===== src/rtl/burst_addr_pkg.sv =====
// Shared types for the burst access address generator.
package burst_addr_pkg;
    // Operation chosen for one cycle, after precedence is resolved.
    typedef enum logic [1:0] {
        OP_HOLD = 2'd0,
        OP_STEP = 2'd1,
        OP_LOAD = 2'd2,
        OP_ZERO = 2'd3
    } addr_op_e;
endpackage


===== src/rtl/burst_op_decode.sv =====
// Resolves the three active-low controls into one operation.
// Precedence: clear, then strobe, then step, then hold.
// Assumes the inputs are synchronous to the port clock.
module burst_op_decode
    import burst_addr_pkg::*;
(
    input  logic     strobe_n,
    input  logic     step_n,
    input  logic     zero_n,
    output addr_op_e op
);
    // Priority selection of the current operation.
    always_comb begin
        if (!zero_n)        op = OP_ZERO;
        else if (!strobe_n) op = OP_LOAD;
        else if (!step_n)   op = OP_STEP;
        else                op = OP_HOLD;
    end
endmodule


===== src/rtl/burst_addr_next.sv =====
// Computes the address for this cycle from the operation, the external
// address and the counter. The same value is the counter's next state.
// Increment wraps naturally at the width of the address.
module burst_addr_next
    import burst_addr_pkg::*;
#(
    parameter int AW = 13
) (
    input  addr_op_e        op,
    input  logic [AW-1:0]   ext_addr,
    input  logic [AW-1:0]   cnt_q,
    output logic [AW-1:0]   nxt
);
    localparam logic [AW-1:0] ONE = AW'(1);

    // Select the address for the current access.
    always_comb begin
        unique case (op)
            OP_ZERO: nxt = '0;
            OP_LOAD: nxt = ext_addr;
            OP_STEP: nxt = cnt_q + ONE;
            default: nxt = cnt_q;
        endcase
    end
endmodule


===== src/rtl/burst_addr_reg.sv =====
// Counter register. It captures the address used in each cycle.
// The reset is synchronous and active low, and clears the register to zero.
module burst_addr_reg #(
    parameter int AW = 13
) (
    input  logic          clk,
    input  logic          rst_n,
    input  logic [AW-1:0] d,
    output logic [AW-1:0] q
);
    // Register update with synchronous clear.
    always_ff @(posedge clk) begin
        if (!rst_n) q <= '0;
        else        q <= d;
    end


    carry_over_chk: assert property (@(posedge clk) disable iff (!rst_n)
        $past(rst_n) |-> q == $past(d));
endmodule


===== src/rtl/burst_addr_gen.sv =====
// Top of the burst access address generator. It produces the access address
// in the same cycle from a strobed external address or an internal counter.
// Assumes one access per clock. The counter ignores chip selection.
module burst_addr_gen
    import burst_addr_pkg::*;
#(
    parameter int AW = 13
) (
    input  logic          clk,
    input  logic          rst_n,
    input  logic [AW-1:0] ext_addr,
    input  logic          strobe_n,
    input  logic          step_n,
    input  logic          zero_n,
    output logic [AW-1:0] access_addr
);
    localparam logic [AW-1:0] TOP_ADDR = {AW{1'b1}};

    addr_op_e      op;
    logic [AW-1:0] cnt_q;
    logic [AW-1:0] nxt;

    burst_op_decode u_dec (
        .strobe_n (strobe_n),
        .step_n   (step_n),
        .zero_n   (zero_n),
        .op       (op)
    );

    burst_addr_next #(.AW(AW)) u_next (
        .op       (op),
        .ext_addr (ext_addr),
        .cnt_q    (cnt_q),
        .nxt      (nxt)
    );

    burst_addr_reg #(.AW(AW)) u_reg (
        .clk   (clk),
        .rst_n (rst_n),
        .d     (nxt),
        .q     (cnt_q)
    );

    assign access_addr = nxt;


    zero_addr_chk: assert property (@(posedge clk) disable iff (!rst_n)
        !zero_n |-> access_addr == '0);

    load_pass_chk: assert property (@(posedge clk) disable iff (!rst_n)
        (zero_n && !strobe_n) |-> access_addr == ext_addr);

    step_inc_chk: assert property (@(posedge clk) disable iff (!rst_n)
        (zero_n && strobe_n && !step_n) |-> access_addr == cnt_q + AW'(1));

    hold_keep_chk: assert property (@(posedge clk) disable iff (!rst_n)
        (zero_n && strobe_n && step_n) |-> access_addr == cnt_q);

    wrap_top_chk: assert property (@(posedge clk) disable iff (!rst_n)
        (zero_n && strobe_n && !step_n && cnt_q == TOP_ADDR) |-> access_addr == '0);
endmodule


===== config.mk =====
export PLATFORM = sky130hd
export DESIGN_NAME = burst_addr_gen
export DESIGN_NICKNAME = d
export VERILOG_FILES = /design/src/rtl/burst_addr_pkg.sv /design/src/rtl/burst_op_decode.sv /design/src/rtl/burst_addr_next.sv /design/src/rtl/burst_addr_reg.sv /design/src/rtl/burst_addr_gen.sv
export SDC_FILE = /design/constraint.sdc
export NUM_CORES = 1
export LEC_CHECK = 0
export ABC_AREA = 1
export BUFFER_PORTS_ARGS = -buffer_cell sky130_fd_sc_hd__buf_4
export CORE_MARGIN = 3
export CORE_UTILIZATION = 40
export DETAILED_ROUTE_END_ITERATION = 6
export HOLD_SLACK_MARGIN = 0.05
export PLACE_DENSITY = 0.73
export SETUP_SLACK_MARGIN = 0.5
export SYNTH_ARGS = -nofsm -noshare
export SYNTH_HDL_FRONTEND = slang
export SYNTH_SLANG_ARGS = --single-unit

===== constraint.sdc =====
create_clock -name clk -period 3.6 [get_ports clk]
set_input_delay 0.72 -clock clk [delete_from_list [all_inputs] [get_ports clk]]
set_output_delay 0.72 -clock clk [all_outputs]
set_load 0.01 [all_outputs]

; Word level (Yosys, flattened, before mapping)
; Index checks and enable logic that the tools add are counted.
[classes]
add_sub_neg = 1
eq_ne = 3
mux = 4
[op_table]
columns = cell, n
row1 = one-hot mux 13 bit (3 select lines), 1
row2 = "adder 13 x 1 -> 13 bit, second input constant", 1
row3 = "== test 2 bit, second input constant", 2
row4 = two-way mux 2 bit, 2
row5 = "== test 2 x 1 -> 1 bit, second input constant", 1
row6 = two-way mux 1 bit, 1
[word_totals]
reg_bits = 13
inputBits = 18
output_inout_bits = 13
wordCells = 9

; Longest topological paths before layout
[logic_depth]
depth_word = 5
ltp_mapped = 9
ltp_nobuf = 9

; Modules after synthesis
; A second synthesis with hierarchy kept.
[unflattened]
cells_unflattened = 160
hier_area_um2 = 939.7
[modules_own_cells]
columns = module, instances, cells_each, area_each_um2, seq_area_each_um2
row1 = burst_addr_next, 1, 116, 555.5, 0.0
row2 = burst_addr_reg, 1, 40, 369.1, 260.2
row3 = burst_op_decode, 1, 4, 15.0, 0.0

; Worst setup path after synthesis
; No wires, ideal clock.
[synth_path]
kind = input -> output
startpoint = input strobe_n
endpoint = output access_addr[5]
arrival_time_ns = 1.310
required_time_ns = 2.880
setup_slack_ns = 1.570
path_stages = 6
path_buffers = 1
cell_sequence = inv_1 nand2_1 inv_1 buf_2 a22oi_1 nand2_1
[synth_via]
elab_chain_cells = 4
word_cells_on_any_way = 6
cone_classes = eq/ne: 3 / mux: 3
[synth_lines]
columns = element, line_no
row1 = start: declaration, burst_addr_gen.sv:12  ; input logic strobe_n,
row2 = two-way mux 2 bit (*), burst_op_decode.sv:15  ; else if (!strobe_n) op = OP_LOAD;
row3 = two-way mux 2 bit (*), burst_op_decode.sv:14  ; if (!zero_n) op = OP_ZERO;
row4 = == test 2 x 1 -> 1 bit / == test 2 bit (equally long branches), burst_addr_next.sv:18  ; unique case (op)
row5 = one-hot mux 13 bit (3 select lines) (*), burst_addr_next.sv:18
row6 = end: declaration, burst_addr_gen.sv:15  ; output logic [AW-1:0] access_addr
; Every way passes the cells marked *; elsewhere a longest branch is shown, timed or not.

; Worst setup path after layout
[layout_path]
startpoint = input strobe_n
endpoint = output access_addr[12]
; Same word-level chain as after synthesis.

==> metrics.yaml <==
run_status:
  status: "completed"
clocking:
  cts_tree: "built"
  insertion_delay_ps: 280
  post_cts_buffers: 0
  cts-htree-levels: 1
  cts_buffers: 3
  clk_pin_slew_ps: 80
  ctsResizeCount: 0
  clockBufferDepth: 2
  cts_sinks: 13
  ctsHoldBuffers: 0
  cts_root_buf: "clkbuf_4"
sta:
  rsz0062_at_grt: "no"
  fin_worst_skew_ps: 4.24
  tightestPinTransition_ps: 468
  hold_ws_ps: 551
  clock.fmax_mhz: 403
  finalWorstPathRequiredPeriod_ps: 2480
  maxSlewHeadroom_pct: 68.8
  fin_crit_sh_pct: 68.9
  hold_viol: 0
  fin_setup_tns_ps: 0
  finalSetupViolCount: 0
  final_max_slew_viol_count: 0
setup_path:
  cpMostUsedCell: "nand2_1"
  cp-start-kind: "input port"
  crit_slowest_cell: "inv_1"
  r2r_start: "u_reg.q[0]$_SDFF_PN0_"
  crit_fanout: 13
  worst_path_largest_cell_delay_ps: 310
  crit_type: "in2out"
  worstSetupEndpointType: "output port"
  crit_chain: "buf_4, inv_1, nand2_1, inv_1, nand2_1, nand2_1, inv_2, nand2_1, nand2_1, inv_1, buf_4"
  crit_start: "strobe_n"
  cp_top_family: "buffers and inverters"
  cp.required_ps: 2880
  critical_path_buf_inv_count: 6
  cp.arrival_ps: 1760
  r2r_slack_ps: 2270
layout:
  largest_reg_flops: 13
  layout-drive-gt1-share_pct: 29.9
  n_antenna_cell: 0
  regMostFlops: "u_reg.q"
  layout_commonest_cell: "nand2_1"
  final_cell_mix: "nand2_1, buf_4, nand3_1, inv_1, dfxtp_1"
  final_nets: 207
  area_growth_pct: 27.5
  n_fill_cell: 247
  reg_top3: "u_reg.q x13"
drt:
  vias: 1106
  dr.pass1.iters: 4
  ant_nets: 0
  route.detailed.drc: 0
  wl_per_cell_um: 11.3
  viasPerCell: 5.14
  wl_um: 2420
  drt_iter0_markers: 27
global_route:
  grt_max_degree: 14
  grt_pass1_wl_um: 4300
  first_global_vias: 1016
  overflow: 0
  grt_antenna_before_repair: 0
  grt_use_total_pct: 17.1
pwr:
  pwr-share-seq_pct: 48.4
  clock_power_share_pct: 29.8
  power.internal_mw: 0.226
  p_leak_nw: 0.587
  combPwrFrac_pct: 21.7
  switchingPower_mw: 0.0958
  max-vdd-ir-drop_mv: 0.200
  switching_share_pct: 29.8
  pwr_density_cell_nw_per_um2: 260
logic_synthesis:
  synth_fp_nets: 175
  synthDistinctLibCells: 22
  synthXorXnorAreaFrac_pct: 0
  syn_avg_cell_area_um2: 6.22
  yosys_warnings: 0
  postSynthCellCount: 156
  ys_seq_area_share_pct: 26.8
  yosys-top-cells-area: "dfxtp_1, nand2_1, nand3_1, a31oi_1, inv_1"
  synth-simple-area-share_pct: 53.3
  synth_top_family_by_area: "simple AND/OR/NAND/NOR gates"
  synth_top_area_share_pct: 26.8
  synth_largest_area_cell: "dfxtp_1"
  netlist_area_um2: 970
  synth_mux_area_share_pct: 0
  synthAdderAreaFrac_pct: 1.29
  ys_ff_latch: 13
  synth_compound_area_share_pct: 9.16
placed_design:
  gp_congestion: 0.797
  hpwl_um: 1860
  portBuffers: 30
floorplan:
  die_width_um: 55.2
  die_y_um: 55.2
  start_util_pct: 43.0
  io_pins: 31
  die-area_um2: 3050
  rows: 17
  core_um2: 2250
worst_hold_path:
  hold_path_class: "reg2reg"
  min_from: "u_reg.q[0]$_SDFF_PN0_"
flow_run:
  max-cap-violations: 0
==> final cells by class <==
cell class	count	area [um2]	share of cell area, %
multi-input combinational	121	618	50.0
sequential	13	260	21.1
timing repair buffer	30	225	18.2
inverter	19	71.3	5.77
tap	28	35.0	2.83
clock buffer	4	26.3	2.13
==> worst min-delay path: stages, from the launching register on <==
cell     delay [ps]
dfxtp_1         350
nand2_2          80
a31oi_1          70
==> cell families (layout without fill, tap and decap cells) <==
group / after synthesis / after routing
adder cells (fa/ha/maj): 1 / 1
flip-flops: 13 / 13
buffers and inverters: 22 / 53
AO/OA/AOI/OAI: 15 / 15
AND/OR/NAND/NOR: 105 / 105
==> routing by layer <==
layer,up-vias,part of all wire (%),global-route usage (%)
met5,-,0,0
met4,0,0,2.08
met3,0,6.5,5.84
met2,33,51,28.5
met1,501,42,21.7
li1,572,-,-
==> synthesized netlist by cell type <==
cell      number
a31oi_1        9
nand3_2        1
nor2_2         5
nand2_1       54
clkbuf_1       1
nand4_1        3
or2_2          1
buf_6          1
ha_1           1
inv_2          6
nand2_4        1
nor2_4         4
inv_1         13
a21oi_1        3
nand2_2        4
dfxtp_1       13
o21ai_1        2
a22oi_1        1
nor2_8         1
buf_2          1
nor2_1         7
nand3_1       24
==> power by group through the flow <==
stage	registers (mW)	clock network [mW]	logic, mW
2_1_floorplan	0.157	0	0.0371
3_3_place_gp	0.159	0	0.0685
3_5_place_dp	0.159	0	0.0707
4_1_cts	0.156	0.100	0.0708
5_1_grt	0.157	0.107	0.0782
6_report	0.156	0.0959	0.0699
==> worst paths after layout <==
check                      endpoint  cells past startpoint
max reg2reg  u_reg.q[12]$_SDFF_PN0_                      8
max                 access_addr[12]                     11
min reg2reg   u_reg.q[0]$_SDFF_PN0_                      2
min           u_reg.q[0]$_SDFF_PN0_                      2
==> stage by stage <==
stage          setup WS (ps)  instances  power, mW  util, %  cell area, um2
2_1_floorplan           1570        156      0.195        -             970
3_3_place_gp            1170        211      0.227     53.7            1210
3_5_place_dp            1090        211      0.230     53.7            1210
4_1_cts                 1080        215      0.327     54.8            1240
5_1_grt                  941        215      0.343     54.8            1240
6_report                1120        215      0.322     54.8            1240
No activity file was read; power rests on OpenSTA's default activity.
